--- src/rtl/cfg_twi_pkg.sv ---
package cfg_twi_pkg;

  typedef enum logic [1:0] {
    RX_IDLE   = 2'd0,
    RX_SHIFT  = 2'd1,
    RX_ACK    = 2'd2,
    RX_IGNORE = 2'd3
  } rx_state_e;

  // Value each register byte takes in reset.
  function automatic logic [7:0] cfg_reset_byte(input int unsigned idx);
    case (idx)
      1: return 8'h0F;
      2: return 8'h7F;
      3: return 8'h3F;
      5: return 8'h33;
      default: return 8'h00;
    endcase
  endfunction

  // Bits of each register byte that carry a function; others stay zero.
  function automatic logic [7:0] cfg_keep_mask(input int unsigned idx);
    case (idx)
      0: return 8'h7F;
      1: return 8'h0F;
      2: return 8'h7F;
      3: return 8'h3F;
      5: return 8'h33;
      default: return 8'h00;
    endcase
  endfunction

endpackage

--- src/rtl/twi_line_sync.sv ---
module twi_line_sync #(
  parameter int SYNC_STAGES = 2
) (
  input  logic clk,
  input  logic rst,
  input  logic scl_in,
  input  logic sda_in,
  output logic scl_s,
  output logic scl_d,
  output logic sda_s,
  output logic scl_rise,
  output logic scl_fall,
  output logic start_det,
  output logic stop_det
);

  localparam int NUM_LINES = 2;

  logic [NUM_LINES-1:0] raw;
  logic [NUM_LINES-1:0] synced;
  logic                 sda_d;

  assign raw = {sda_in, scl_in};

  // Both bus lines take the same number of stages so their order is kept.
  for (genvar l = 0; l < NUM_LINES; l++) begin : g_line
    logic [SYNC_STAGES-1:0] chain;
    always_ff @(posedge clk) begin
      if (rst) chain <= '1;
      else     chain <= {chain[SYNC_STAGES-2:0], raw[l]};
    end
    assign synced[l] = chain[SYNC_STAGES-1];
  end

  assign scl_s = synced[0];
  assign sda_s = synced[1];

  always_ff @(posedge clk) begin
    if (rst) begin
      scl_d <= 1'b1;
      sda_d <= 1'b1;
    end else begin
      scl_d <= scl_s;
      sda_d <= sda_s;
    end
  end

  assign scl_rise  = scl_s & ~scl_d;
  assign scl_fall  = ~scl_s & scl_d;
  assign start_det = scl_s & scl_d & sda_d & ~sda_s;
  assign stop_det  = scl_s & scl_d & ~sda_d & sda_s;

endmodule

--- src/rtl/twi_wr_frame_rx.sv ---
module twi_wr_frame_rx
  import cfg_twi_pkg::*;
#(
  parameter logic [7:0] DEV_ADDR  = 8'hD2,
  parameter int         NUM_SKIP  = 2,
  parameter int         NUM_REGS  = 8,
  localparam int        FIRST_DAT = 1 + NUM_SKIP,
  localparam int        TOTAL     = FIRST_DAT + NUM_REGS,
  localparam int        CNT_W     = $clog2(TOTAL + 1),
  localparam int        IDX_W     = $clog2(NUM_REGS)
) (
  input  logic             clk,
  input  logic             rst,
  input  logic             sda_s,
  input  logic             scl_rise,
  input  logic             scl_fall,
  input  logic             start_det,
  input  logic             stop_det,
  output logic             sda_pull_low,
  output logic             wr_en,
  output logic [IDX_W-1:0] wr_idx,
  output logic [7:0]       wr_data
);

  rx_state_e        state;
  logic [3:0]       bit_cnt;
  logic [CNT_W-1:0] byte_cnt;
  logic [7:0]       shreg;
  logic             byte_done;
  logic             addr_bad;
  logic             past_end;
  logic             is_data;

  assign byte_done = scl_fall && (bit_cnt == 4'd8);
  assign addr_bad  = (byte_cnt == '0) && (shreg != DEV_ADDR);
  assign past_end  = (byte_cnt == CNT_W'(TOTAL));
  assign is_data   = (byte_cnt >= CNT_W'(FIRST_DAT));

  always_ff @(posedge clk) begin
    if (rst) begin
      state        <= RX_IDLE;
      bit_cnt      <= '0;
      byte_cnt     <= '0;
      shreg        <= '0;
      sda_pull_low <= 1'b0;
      wr_en        <= 1'b0;
      wr_idx       <= '0;
      wr_data      <= '0;
    end else begin
      wr_en <= 1'b0;
      if (start_det) begin
        state        <= RX_SHIFT;
        bit_cnt      <= '0;
        byte_cnt     <= '0;
        sda_pull_low <= 1'b0;
      end else if (stop_det) begin
        state        <= RX_IDLE;
        sda_pull_low <= 1'b0;
      end else begin
        case (state)
          RX_SHIFT: begin
            if (scl_rise) begin
              shreg   <= {shreg[6:0], sda_s};
              bit_cnt <= bit_cnt + 4'd1;
            end else if (byte_done) begin
              if (past_end || addr_bad) begin
                state <= RX_IGNORE;
              end else begin
                state        <= RX_ACK;
                sda_pull_low <= 1'b1;
                if (is_data) begin
                  wr_en   <= 1'b1;
                  wr_idx  <= IDX_W'(byte_cnt - CNT_W'(FIRST_DAT));
                  wr_data <= shreg;
                end
              end
            end
          end
          RX_ACK: begin
            if (scl_fall) begin
              state        <= RX_SHIFT;
              sda_pull_low <= 1'b0;
              bit_cnt      <= '0;
              byte_cnt     <= byte_cnt + CNT_W'(1);
            end
          end
          default: ;
        endcase
      end
    end
  end

endmodule

--- src/rtl/cfg_reg_bank.sv ---
module cfg_reg_bank
  import cfg_twi_pkg::*;
#(
  parameter int  NUM_REGS = 8,
  localparam int IDX_W    = $clog2(NUM_REGS)
) (
  input  logic                  clk,
  input  logic                  rst,
  input  logic                  wr_en,
  input  logic [IDX_W-1:0]      wr_idx,
  input  logic [7:0]            wr_data,
  output logic [NUM_REGS*8-1:0] cfg_q
);

  for (genvar g = 0; g < NUM_REGS; g++) begin : g_reg
    localparam logic [7:0] RST_VAL = cfg_reset_byte(g);
    localparam logic [7:0] KEEP    = cfg_keep_mask(g);
    logic [7:0] q;
    always_ff @(posedge clk) begin
      if (rst)                               q <= RST_VAL;
      else if (wr_en && wr_idx == IDX_W'(g)) q <= wr_data & KEEP;
    end
    assign cfg_q[g*8 +: 8] = q;
  end

endmodule

--- src/rtl/cfg_twi_wo_slave.sv ---
module cfg_twi_wo_slave #(
  parameter logic [7:0] DEV_ADDR    = 8'hD2,
  parameter int         NUM_SKIP    = 2,
  parameter int         NUM_REGS    = 8,
  parameter int         SYNC_STAGES = 2,
  localparam int        IDX_W       = $clog2(NUM_REGS)
) (
  input  logic                  clk,
  input  logic                  rst,
  input  logic                  scl_in,
  input  logic                  sda_in,
  output logic                  sda_pull_low,
  output logic [NUM_REGS*8-1:0] cfg_q
);

  logic             scl_s, scl_d, sda_s;
  logic             scl_rise, scl_fall, start_det, stop_det;
  logic             wr_en;
  logic [IDX_W-1:0] wr_idx;
  logic [7:0]       wr_data;

  twi_line_sync #(.SYNC_STAGES(SYNC_STAGES)) sync_i (
    .clk       (clk),
    .rst       (rst),
    .scl_in    (scl_in),
    .sda_in    (sda_in),
    .scl_s     (scl_s),
    .scl_d     (scl_d),
    .sda_s     (sda_s),
    .scl_rise  (scl_rise),
    .scl_fall  (scl_fall),
    .start_det (start_det),
    .stop_det  (stop_det)
  );

  twi_wr_frame_rx #(
    .DEV_ADDR (DEV_ADDR),
    .NUM_SKIP (NUM_SKIP),
    .NUM_REGS (NUM_REGS)
  ) rx_i (
    .clk          (clk),
    .rst          (rst),
    .sda_s        (sda_s),
    .scl_rise     (scl_rise),
    .scl_fall     (scl_fall),
    .start_det    (start_det),
    .stop_det     (stop_det),
    .sda_pull_low (sda_pull_low),
    .wr_en        (wr_en),
    .wr_idx       (wr_idx),
    .wr_data      (wr_data)
  );

  cfg_reg_bank #(.NUM_REGS(NUM_REGS)) bank_i (
    .clk     (clk),
    .rst     (rst),
    .wr_en   (wr_en),
    .wr_idx  (wr_idx),
    .wr_data (wr_data),
    .cfg_q   (cfg_q)
  );

endmodule

--- config.mk ---
export PLATFORM = sky130hd
export DESIGN_NAME = cfg_twi_wo_slave
export DESIGN_NICKNAME = d
export VERILOG_FILES = /design/src/rtl/cfg_twi_pkg.sv /design/src/rtl/twi_line_sync.sv /design/src/rtl/twi_wr_frame_rx.sv /design/src/rtl/cfg_reg_bank.sv /design/src/rtl/cfg_twi_wo_slave.sv
export SDC_FILE = /design/constraint.sdc
export NUM_CORES = 1
export LEC_CHECK = 0
export ABC_CLOCK_PERIOD_IN_PS = 2200
export BUFFER_PORTS_ARGS = -buffer_cell sky130_fd_sc_hd__buf_2
export CORE_MARGIN = 2
export CORE_UTILIZATION = 52
export DETAILED_ROUTE_END_ITERATION = 6
export PLACE_DENSITY = 0.83
export RECOVER_POWER = 50
export SLEW_MARGIN = 20
export SYNTH_ARGS = -nofsm -noshare
export SYNTH_HDL_FRONTEND = slang
export SYNTH_SLANG_ARGS = --single-unit
--- constraint.sdc ---
create_clock -name clk -period 2.2 [get_ports clk]
set_input_delay 0 -clock clk [delete_from_list [all_inputs] [get_ports clk]]
set_output_delay 0 -clock clk [all_outputs]
set_load 0.02 [all_outputs]
==> impl_metrics.env, run 1 <==
export IMPL_run_status="complete, no violations"
export IMPL_vias=2119
export IMPL_antenna_found_initial=0
export IMPL_worstMarginPinSlew_ns=0.532
export IMPL_cts_tree="built"
export IMPL_final_cells=423
export IMPL_ant_nets=0
export IMPL_min_period_ns=1.84
export IMPL_rsz0062_at_grt="no"
export IMPL_synth_distinct_cells=42
export IMPL_final_cell_mix="64 x dfxtp_1, 46 x nor2_1, 36 x conb_1, 30 x clkbuf_1, 26 x mux2i_1"
export IMPL_max_slew_margin_rel_pct=64.5
export IMPL_clock_fmax_mhz=543
export IMPL_cts_sinks=64
export IMPL_yosysWarnings=0
export IMPL_p_leak_uw=0.00132
export IMPL_drt_iter0_drc=164
export IMPL_core_area_um2=5440
export IMPL_cp_start_kind="register"
export IMPL_die_y_um=78.7
export IMPL_portBuffers=32
export IMPL_n_fill_cell=467
export IMPL_regArea_um2=1280
export IMPL_drt_pre_antenna_iters=4
export IMPL_route_detailed_drc=0
export IMPL_fin_tns_setup_ns=0
export IMPL_gp_congestion=0.799
export IMPL_multiInputGateArea_um2=1370
export IMPL_finalHoldViolCount=0
export IMPL_critPathMaxFanout=8
export IMPL_diodes=0
export IMPL_setup_ws_ns=0.357
export IMPL_syn_area_per_cell_um2=9.36
export IMPL_clkSlewWorstSetupHoldPaths_ns=0.07
export IMPL_clockBufferDepth=2
export IMPL_clockRootBuffer="clkbuf_8"
export IMPL_grt_pass1_wl_um=9290
export IMPL_setup_violations=0
export IMPL_postPlaceCellArea_um2=3000
export IMPL_vias_per_cell=5.01
export IMPL_netlist_area_um2=2900
export IMPL_drt_wl_total_um=5320
export IMPL_cts_made_buffers=9
export IMPL_post_cts_resized=0
export IMPL_grt_max_degree=57
export IMPL_grt_ovfl_total=0
export IMPL_skew_ns=0.00635
export IMPL_path_class="reg -> reg"
export IMPL_synth_ff_type="dfxtp_1"
export IMPL_ir_drop_v=0.000624
export IMPL_grt_pass1_vias=1984
export IMPL_wl_per_cell_um=12.6
export IMPL_post_route_period_util_pct=83.8
export IMPL_num_rows=27
export IMPL_synth_edf_count=0
export IMPL_syn2layout_area_growth_pct=11.5
export IMPL_final_common_cell="dfxtp_1"
export IMPL_critPathCaptureType="register"
export IMPL_cap_violations=0
export IMPL_pin_count=69
export IMPL_synth_seq_cells=64
export IMPL_track_usage_pct=19.0
export IMPL_hpwl_um=3510
export IMPL_die_area_um2=6190
export IMPL_async_flop_share_pct=0
export IMPL_critPathArrivalTime_ns=2.13
export IMPL_h_tree_depth=3
export IMPL_slew_violations=0
export IMPL_cp_required_ns=2.49
export IMPL_syn_inst=310
export IMPL_layout_nets=356
export IMPL_layout_drive_gt1_share_pct=9.40
export IMPL_stdcell_area_um2=3230
export IMPL_p_per_area_nw_per_um2=890
export IMPL_min_path_type="in -> reg"
export IMPL_clock_latency_ns=0.35
export IMPL_seq_area_frac_synth_pct=44.2
export IMPL_dp_cells=405
export IMPL_die_width_um=78.7
export IMPL_start_util_pct=53.3
export IMPL_pre_cts_slack_ns=0.373
-- synth_stat cells (all sizes together), types with 2 or more instances --
library cell  number  area (µm²)
a31oi              2        12.5
inv               14        52.6
buf               40         295
nor2b             15        93.8
a21oi              7        35.0
mux2i             26         260
nand3b             3        22.5
xnor2              3        26.3
nor3b              3        22.5
ha                 6        75.1
a211o             21         184
or2                8        50.1
or4                3        22.5
o31ai              2        15.0
nand2b             2        12.5
o22ai              2        12.5
nand2              6        22.5
nor3               4        20.0
o21ai              3        15.0
clkbuf            10        37.5
dfxtp             64        1280
nor2              46         173
nand3              5        25.0
-- report_power, final --
group	total, µW	switching [µW]	leakage [µW]	internal, µW
clock network	1270	479	0.000123	789
registers	1220	29.3	0.000518	1200
logic	387	257	0.000674	130
-- layout make-up --
cell class                      instances  area share, %
Tap cell                               72           2.79
Timing Repair Buffer                   40           5.73
Clock inverter                          6           3.56
Clock buffer                           10           4.26
Inverter                               14           1.62
Multi-Input combinational cell        217           42.4
Sequential cell                        64           39.6
-- layer usage --
layer / global-route usage, % / routed length (µm) / vias to the layer above
met2: 29.1 / 2480 / 57
met3: 5.00 / 266 / 11
met4: 9.82 / 90 / 0
met5: 0 / 0 / -
met1: 24.8 / 2480 / 1000
li1: - / - / 1051
-- logic make-up after synthesis --
logic type | count (synthesis) | share of synthesized area [%]
multiplexers | 26 | 8.97
AND/OR/NAND/NOR | 104 | 18.8
adder cells (fa/ha/maj) | 6 | 2.59
buffers and inverters | 64 | 13.3
AO/OA/AOI/OAI | 41 | 10.8
other | 1 | 0.129
XOR/XNOR | 4 | 1.21
flip-flops | 64 | 44.2
-- per-stage QoR --
step | hold WS, ns | utilization, % | power [µW]
after global routing | 0.147 | 59.5 | 3000
after CTS | 0.116 | 60.2 | 2890
after detailed placement | 0.184 | 55.2 | 1630
final | 0.123 | 59.5 | 2880
after floorplan | 0.104 | - | 1610
after global placement | 0.182 | 55.2 | 1620
-- timing repair --
item / in CTS / in global routing
hold buffers: 2 / 0
hold endpoints to repair: 2 / 0
buffers inserted: 0 / 0
-- state kept, by name, indices dropped and copies added, names as in the netlist, 2 cells and up --
register and cells:
bank_i.g.q 28, rx_i.shreg 8, rx_i.wr_data 7, rx_i.bit_cnt 4, rx_i.byte_cnt 4, sync_i.g_line.chain 4, rx_i.wr_idx 3, rx_i.state 2
-- critical path: stages, from the launching register on --
cell and delay (ns):
dfxtp_1 0.37, inv_1 0.06, ha_1 0.23, nor2b_1 0.14, o22ai_1 0.16, a21oi_1 0.19
or4_1 0.50, a21oi_1 0.14
-- worst paths after layout --
check                       startpoint                   endpoint  slack, ns  cells past startpoint
max                      rx_i.state[0]            rx_i.bit_cnt[2]       0.36                      7
max reg2reg              rx_i.state[0]            rx_i.bit_cnt[2]       0.36                      7
min                                rst            rx_i.bit_cnt[3]       0.12                      4
min reg2reg  sync_i.g_line[1].chain[0]  sync_i.g_line[1].chain[1]       0.41                      1
No activity file was read; power rests on OpenSTA's default activity.
==> inputs of run 2 (changes only) <==
--- a/config.mk
+++ b/config.mk
@@ -5,7 +5,8 @@
 export SDC_FILE = /design/constraint.sdc
 export NUM_CORES = 1
 export LEC_CHECK = 0
-export ABC_CLOCK_PERIOD_IN_PS = 2200
+export ABC_AREA = 1
+export ABC_CLOCK_PERIOD_IN_PS = 1800
 export BUFFER_PORTS_ARGS = -buffer_cell sky130_fd_sc_hd__buf_2
 export CORE_MARGIN = 2
 export CORE_UTILIZATION = 52
==> constraint.sdc (replaced) <==
create_clock -name clk -period 1.8 [get_ports clk]
set_input_delay 0 -clock clk [delete_from_list [all_inputs] [get_ports clk]]
set_output_delay 0 -clock clk [all_outputs]
set_load 0.02 [all_outputs]
==> run 2 against run 1 <==
Non-clock buffer count shrank 2. Core utilization shrank 1.7 points. Hold slack lost 0.095 ns. Wire length shrank 0.39%. Clock skew grew 0.0029 ns. Fmax grew 25%.
==> impl_metrics.env, run 2 <==
export IMPL_critPathArrivalTime_ns=1.69
export IMPL_cts_sinks=64
export IMPL_gp_congestion=0.843
export IMPL_clock_latency_ns=0.34
export IMPL_start_util_pct=53.0
export IMPL_portBuffers=32
export IMPL_die_y_um=78.5
export IMPL_reg_top3="bank_i.g.q: 28 flops, rx_i.shreg: 8 flops, rx_i.wr_data: 7 flops"
export IMPL_netlist_area_um2=2880
export IMPL_drt_wl_total_um=5300
export IMPL_clockRootBuffer="clkbuf_8"
export IMPL_die_area_um2=6160
export IMPL_post_cts_resized=0
export IMPL_setup_violations=0
export IMPL_synth_top_cell_area_share_pct=44.4
export IMPL_cp_start_kind="register"
export IMPL_synth_edf_count=0
export IMPL_seq_area_frac_synth_pct=44.4
export IMPL_p_per_area_nw_per_um2=1070
export IMPL_hpwl_um=3830
export IMPL_ant_nets=0
export IMPL_synth_largest_area_cell="dfxtp_1"
export IMPL_die_width_um=78.5
export IMPL_wl_per_cell_um=11.0
export IMPL_path_class="reg -> reg"
export IMPL_vias_per_cell=4.80
export IMPL_cts_tree="built"
export IMPL_final_common_cell="nand2_1"
export IMPL_drt_pre_antenna_iters=4
export IMPL_yosysMostFrequentCell="nand2_1"
export IMPL_cts_setup_buffers=0
export IMPL_run_status="complete, no violations"
export IMPL_synth_common_cells="69 x nand2_1, 64 x dfxtp_1, 44 x inv_1, 36 x buf_4, 28 x a21oi_1"
export IMPL_vias=2309
export IMPL_path_delay_family="simple AND/OR/NAND/NOR gates"
export IMPL_cp_required_ns=2.01
export IMPL_drt_iter0_drc=169
export IMPL_synth_ff_type="dfxtp_1"
export IMPL_grt_pass1_wl_um=8800
export IMPL_crit_path_frequent_cell="nand2_1"
export IMPL_core_area_um2=5440
export IMPL_clkSlewWorstSetupHoldPaths_ns=0.07
export IMPL_min_path_type="in -> reg"
export IMPL_cap_violations=0
export IMPL_cp_cell_sequence="inv_1 -> ha_1 -> nand2_1 -> inv_1 -> nand2_1 -> nor2_2 -> nand2_1 -> nand2_1 -> a21oi_1"
export IMPL_largest_register_ffs=28
export IMPL_skew_ns=0.00930
export IMPL_cts_made_buffers=9
export IMPL_syn_area_per_cell_um2=7.83
export IMPL_track_usage_pct=18.5
export IMPL_h_tree_depth=3
export IMPL_pin_count=69
export IMPL_syn_inst=368
export IMPL_fin_tns_setup_ns=0
export IMPL_clockBufferDepth=2
export IMPL_antenna_found_initial=0
export IMPL_clock_fmax_mhz=680
export IMPL_synth_distinct_cells=28
export IMPL_diodes=0
export IMPL_hold_buffers=2
export IMPL_route_detailed_drc=0
export IMPL_stdcell_area_um2=3140
export IMPL_ir_drop_v=0.000437
export IMPL_critPathCaptureType="register"
export IMPL_synth_area_leaders="dfxtp_1 44%, buf_4 9.4%, nand2_1 9.0%"
export IMPL_slew_violations=0
export IMPL_yosysWarnings=0
export IMPL_layout_nets=414
export IMPL_layout_drive_gt1_share_pct=9.29
export IMPL_final_cells=481
export IMPL_critPathMaxFanout=11
export IMPL_rsz0062_at_grt="no"
export IMPL_grt_pass1_vias=2039
export IMPL_postPlaceCellArea_um2=2960
export IMPL_min_period_ns=1.47
export IMPL_worst_path_max_delay_cell="dfxtp_1"
export IMPL_p_leak_uw=0.00144
export IMPL_syn2layout_area_growth_pct=8.90
export IMPL_grt_max_degree=31
export IMPL_synth_seq_cells=64
export IMPL_finalHoldViolCount=0
export IMPL_post_route_period_util_pct=81.7
export IMPL_dp_cells=463
export IMPL_async_flop_share_pct=0
export IMPL_final_cell_mix="69 x nand2_1, 64 x dfxtp_1, 45 x inv_1, 36 x conb_1, 29 x clkbuf_1"
export IMPL_grt_ovfl_total=0
export IMPL_n_fill_cell=492
export IMPL_num_rows=27
export IMPL_regMostFlops="bank_i.g.q"
export IMPL_max_stage_delay_ns=0.32
export IMPL_cp_num_buf_inv=2
run 2: worst paths after layout:
check / start / to / slack, ns / cells past startpoint
max reg2reg: rx_i.bit_cnt[0] / rx_i.wr_data[5] / 0.33 / 9
min: rst / rx_i.wr_en / 0.03 / 2
max: rx_i.bit_cnt[0] / rx_i.wr_data[5] / 0.33 / 9
min reg2reg: sync_i.g_line[1].chain[0] / sync_i.g_line[1].chain[1] / 0.41 / 1
run 2: area by class of cell:
cell class	instances	area (µm²)	area share [%]
sequential	64	1280	40.8
inverter	46	173	5.50
tap	72	90.1	2.87
clock inverter	6	67.6	2.15
timing repair buffer	38	186	5.94
multi-input combinational	245	1200	38.3
clock buffer	10	138	4.38
run 2: worst register-to-register path, delay by kind of cell (launching register included):
| family | cells | cell delay [ns] |
|---|---|---|
| buf+inv | 2 | 0.16 |
| compound gates | 1 | 0.06 |
| fa+ha+maj | 1 | 0.15 |
| simple gates | 5 | 0.65 |
| flops | 1 | 0.32 |
run 2: metal layers:
| layer | track usage (%) | routed length [µm] |
|---|---|---|
| met2 | 30.9 | 2560 |
| met5 | 0 | 0 |
| met3 | 5.17 | 296 |
| met1 | 21.4 | 2330 |
| met4 | 10.0 | 112 |
run 2: stage by stage:
| step | worst slack, ns | util (%) | hold slack [ns] | total power [µW] |
|---|---|---|---|---|
| after global routing | 0.139 | 57.7 | 0.0417 | 3540 |
| after floorplan | 0.509 | - | 0.104 | 2090 |
| after CTS | 0.327 | 58.5 | 0.0145 | 3360 |
| final | 0.329 | 57.7 | 0.0280 | 3350 |
| after detailed placement | 0.346 | 54.4 | 0.187 | 2140 |
| after global placement | 0.424 | 54.4 | 0.181 | 2120 |
run 2: kinds of logic (layout without fill, tap and decap cells):
| logic type | Yosys count | after routing | synth area share [%] |
|---|---|---|---|
| and+or+nand+nor | 135 | 135 | 20.8 |
| buffers and inverters | 94 | 100 | 18.1 |
| AOI/OAI and AO/OA | 65 | 65 | 13.0 |
| DFF | 64 | 64 | 44.4 |
| adders and majority gates | 6 | 6 | 2.60 |
| xor gates and xnor gates | 3 | 3 | 0.912 |
| other | 1 | 36 | 0.130 |
run 2: where the power goes:
group,switching [µW],internal [µW]
Sequential,38.3,1480
Clock,558,681
Combinational,410,187
Total,1010,2340
==> inputs of run 3 (changes only) <==
--- a/config.mk
+++ b/config.mk
@@ -5,13 +5,13 @@
 export SDC_FILE = /design/constraint.sdc
 export NUM_CORES = 1
 export LEC_CHECK = 0
-export ABC_AREA = 1
-export ABC_CLOCK_PERIOD_IN_PS = 1800
+export ABC_AREA = 0
+export ABC_CLOCK_PERIOD_IN_PS = 1200
 export BUFFER_PORTS_ARGS = -buffer_cell sky130_fd_sc_hd__buf_2
 export CORE_MARGIN = 2
-export CORE_UTILIZATION = 52
+export CORE_UTILIZATION = 48
 export DETAILED_ROUTE_END_ITERATION = 6
-export PLACE_DENSITY = 0.83
+export PLACE_DENSITY = 0.8
 export RECOVER_POWER = 50
 export SLEW_MARGIN = 20
 export SYNTH_ARGS = -nofsm -noshare
==> constraint.sdc (replaced) <==
create_clock -name clk -period 1.2 [get_ports clk]
set_input_delay 0 -clock clk [delete_from_list [all_inputs] [get_ports clk]]
set_output_delay 0 -clock clk [all_outputs]
set_load 0.02 [all_outputs]
==> run 3 against run 2 <==
The run now ends with setup timing left. Cell area is 27% higher. Clock power is 49% higher. Wire length is 33% higher. Via count is 5.7% higher. Setup slack worse by 0.79 ns. Sequential share of layout area is 8.3 points lower. Non-clock buffer count is 55 higher. Largest cell class is now multi-input gates.
==> impl_metrics.env, run 3 (synthesized netlist as in run 1, its figures left out) <==
export IMPL_grt_pass1_wl_um=11000
export IMPL_critPathCaptureType="register"
export IMPL_grt_pass1_vias=2336
export IMPL_layout_nets=410
export IMPL_wl_per_cell_um=14.7
export IMPL_clockRootBuffer="clkbuf_8"
export IMPL_layout_drive_gt1_share_pct=40.0
export IMPL_setup_ws_ns=-0.456
export IMPL_clock_latency_ns=0.35
export IMPL_reg_top3="bank_i.g.q: 28 flops, rx_i.shreg: 8 flops, rx_i.wr_data: 7 flops"
export IMPL_p_leak_uw=0.00175
export IMPL_regMostFlops="bank_i.g.q"
export IMPL_h_tree_depth=3
export IMPL_grt_ovfl_total=0
export IMPL_route_detailed_drc=0
export IMPL_largest_register_ffs=28
export IMPL_diodes=0
export IMPL_ir_drop_v=0.000952
export IMPL_track_usage_pct=21.8
export IMPL_skew_ns=0.0108
export IMPL_postPlaceCellArea_um2=3410
export IMPL_pre_cts_slack_ns=-0.458
export IMPL_vias=2440
export IMPL_slew_violations=0
export IMPL_core_area_um2=5890
export IMPL_clkSlewWorstSetupHoldPaths_ns=0.06
export IMPL_power_uw=5470
export IMPL_ant_nets=0
export IMPL_path_class="reg -> reg"
export IMPL_critPathMaxFanout=4
export IMPL_critPathArrivalTime_ns=1.94
export IMPL_final_cell_mix="55 x dfxtp_1, 47 x buf_4, 43 x nor2_1, 36 x conb_1, 32 x buf_2"
export IMPL_antenna_found_initial=0
export IMPL_min_path_type="in -> reg"
export IMPL_rsz0062_at_grt="yes"
export IMPL_cp_start_kind="register"
export IMPL_stdcell_area_um2=4000
export IMPL_cts_sinks=64
export IMPL_timing_rr_end="rx_i.bit_cnt[1]"
export IMPL_portBuffers=32
export IMPL_worst_path_max_delay_cell="or4b_4"
export IMPL_drt_iter0_drc=248
export IMPL_final_common_cell="dfxtp_1"
export IMPL_grt_max_degree=57
export IMPL_holdCritStartpoint="rst"
export IMPL_min_period_ns=1.66
export IMPL_hold_end="rx_i.state[0]"
export IMPL_setup_violations=52
export IMPL_die_width_um=81.8
export IMPL_drt_pre_antenna_iters=4
export IMPL_num_rows=28
export IMPL_post_route_period_util_pct=138
export IMPL_hpwl_um=3970
export IMPL_clockBufferDepth=2
export IMPL_start_util_pct=49.3
export IMPL_hold_path_depth=3
export IMPL_cts_tree="built"
export IMPL_die_area_um2=6680
export IMPL_max_stage_delay_ns=0.53
export IMPL_clock_fmax_mhz=604
export IMPL_pin_count=69
export IMPL_gp_congestion=0.851
export IMPL_r2r_start="rx_i.state[0]"
export IMPL_reg2regPathDepth=6
export IMPL_cap_violations=0
export IMPL_syn2layout_area_growth_pct=37.9
export IMPL_failed_checks="setup timing"
export IMPL_cts_made_buffers=9
export IMPL_regToRegSetupSlack_ns=-0.46
export IMPL_cp_cell_sequence="inv_2 -> ha_4 -> nor3b_1 -> a21oi_2 -> or4b_4 -> a21oi_2"
export IMPL_crit_path_frequent_cell="a21oi_2"
export IMPL_run_status="complete, but fails checks"
export IMPL_drt_wl_total_um=7070
export IMPL_die_y_um=81.8
export IMPL_finalHoldViolCount=0
export IMPL_p_per_area_nw_per_um2=1370
export IMPL_vias_per_cell=5.08
export IMPL_cp_required_ns=1.48
export IMPL_n_fill_cell=410
## run 3: cell types whose count changed in the layout (fill, tap and decap cells not counted), moves of 9 or more
| cell | before | now |
|---|---|---|
| nand2_1 | 69 | 3 |
| buf_4 | 3 | 47 |
| inv_1 | 45 | 11 |
| buf_2 | 3 | 32 |
| clkbuf_1 | 29 | 1 |
| a21oi_1 | 28 | 3 |
| mux2i_1 | 0 | 25 |
| a211o_1 | 0 | 21 |
| nor2_1 | 24 | 43 |
| o211ai_1 | 17 | 0 |
| o21ai_0 | 18 | 2 |
| nand3_1 | 19 | 4 |
| dfxtp_1 | 64 | 55 |
## run 3: final cells by class
cell class | count | area, µm² | area share, %
inverter | 14 | 52.6 | 1.31
multi-input combinational | 218 | 1640 | 40.9
clock inverter | 5 | 56.3 | 1.41
timing repair buffer | 93 | 719 | 18.0
sequential | 64 | 1300 | 32.6
tap | 75 | 93.8 | 2.35
clock buffer | 11 | 141 | 3.53
## run 3: routing by layer
metal	wire [µm]	GRT usage, %
met1	3070	27.9
met5	0	0
met2	3400	34.2
met4	128	11.0
met3	479	5.16
## run 3: worst max-delay path: cells and delay by family, from the launching register on
kind | cells | cell delay, ns
flip-flops | 1 | 0.33
adder cells (fa/ha/maj) | 1 | 0.17
AND/OR/NAND/NOR | 2 | 0.81
buffers and inverters | 1 | 0.04
AO/OA/AOI/OAI | 2 | 0.23
## run 3: timing repair
item,CTS,global route
endpoints found under the hold margin,2,0
hold buffers,2,0
cloned,1,1
endpoints found under the setup margin,56,56
gates resized for setup,32,32
buffers inserted,4,7
pin swaps,17,33
## run 3: through the flow
step	utilization (%)	hold WS, ns	setup TNS (ns)	std cells
3_3_place_gp	58.0	0.182	-8.74	449
4_1_cts	65.2	0.0996	-8.34	472
5_1_grt	68.0	0.122	-12.32	480
6_report	68.0	0.113	-9.35	480
2_1_floorplan	-	0.104	-5.21	345
3_5_place_dp	58.0	0.185	-10.61	449
## run 3: how the worst max path moves through the flow
| stage | startpoint | endpoint | slack, ns | cells past startpoint |
|---|---|---|---|---|
| 2_1_floorplan | rx_i.state[0] | rx_i.bit_cnt[1] | -0.37 | 7 |
| 3_3_place_gp | rx_i.state[0] | rx_i.bit_cnt[1] | -0.37 | 7 |
| 3_5_place_dp | rx_i.state[0] | rx_i.bit_cnt[1] | -0.46 | 7 |
| 4_1_cts | rx_i.state[0] | rx_i.bit_cnt[1] | -0.45 | 7 |
| 5_1_grt | rx_i.state[0] | rx_i.bit_cnt[1] | -0.53 | 6 |
| 6_report | rx_i.state[0] | rx_i.bit_cnt[1] | -0.46 | 6 |
## run 3: power by group
group / switching [µW] / total, µW / internal (µW) / leakage [µW]
combinational: 757 / 1390 / 635 / 0.00113
clock: 838 / 1850 / 1010 / 0.0000993
sequential: 42.5 / 2230 / 2190 / 0.000522
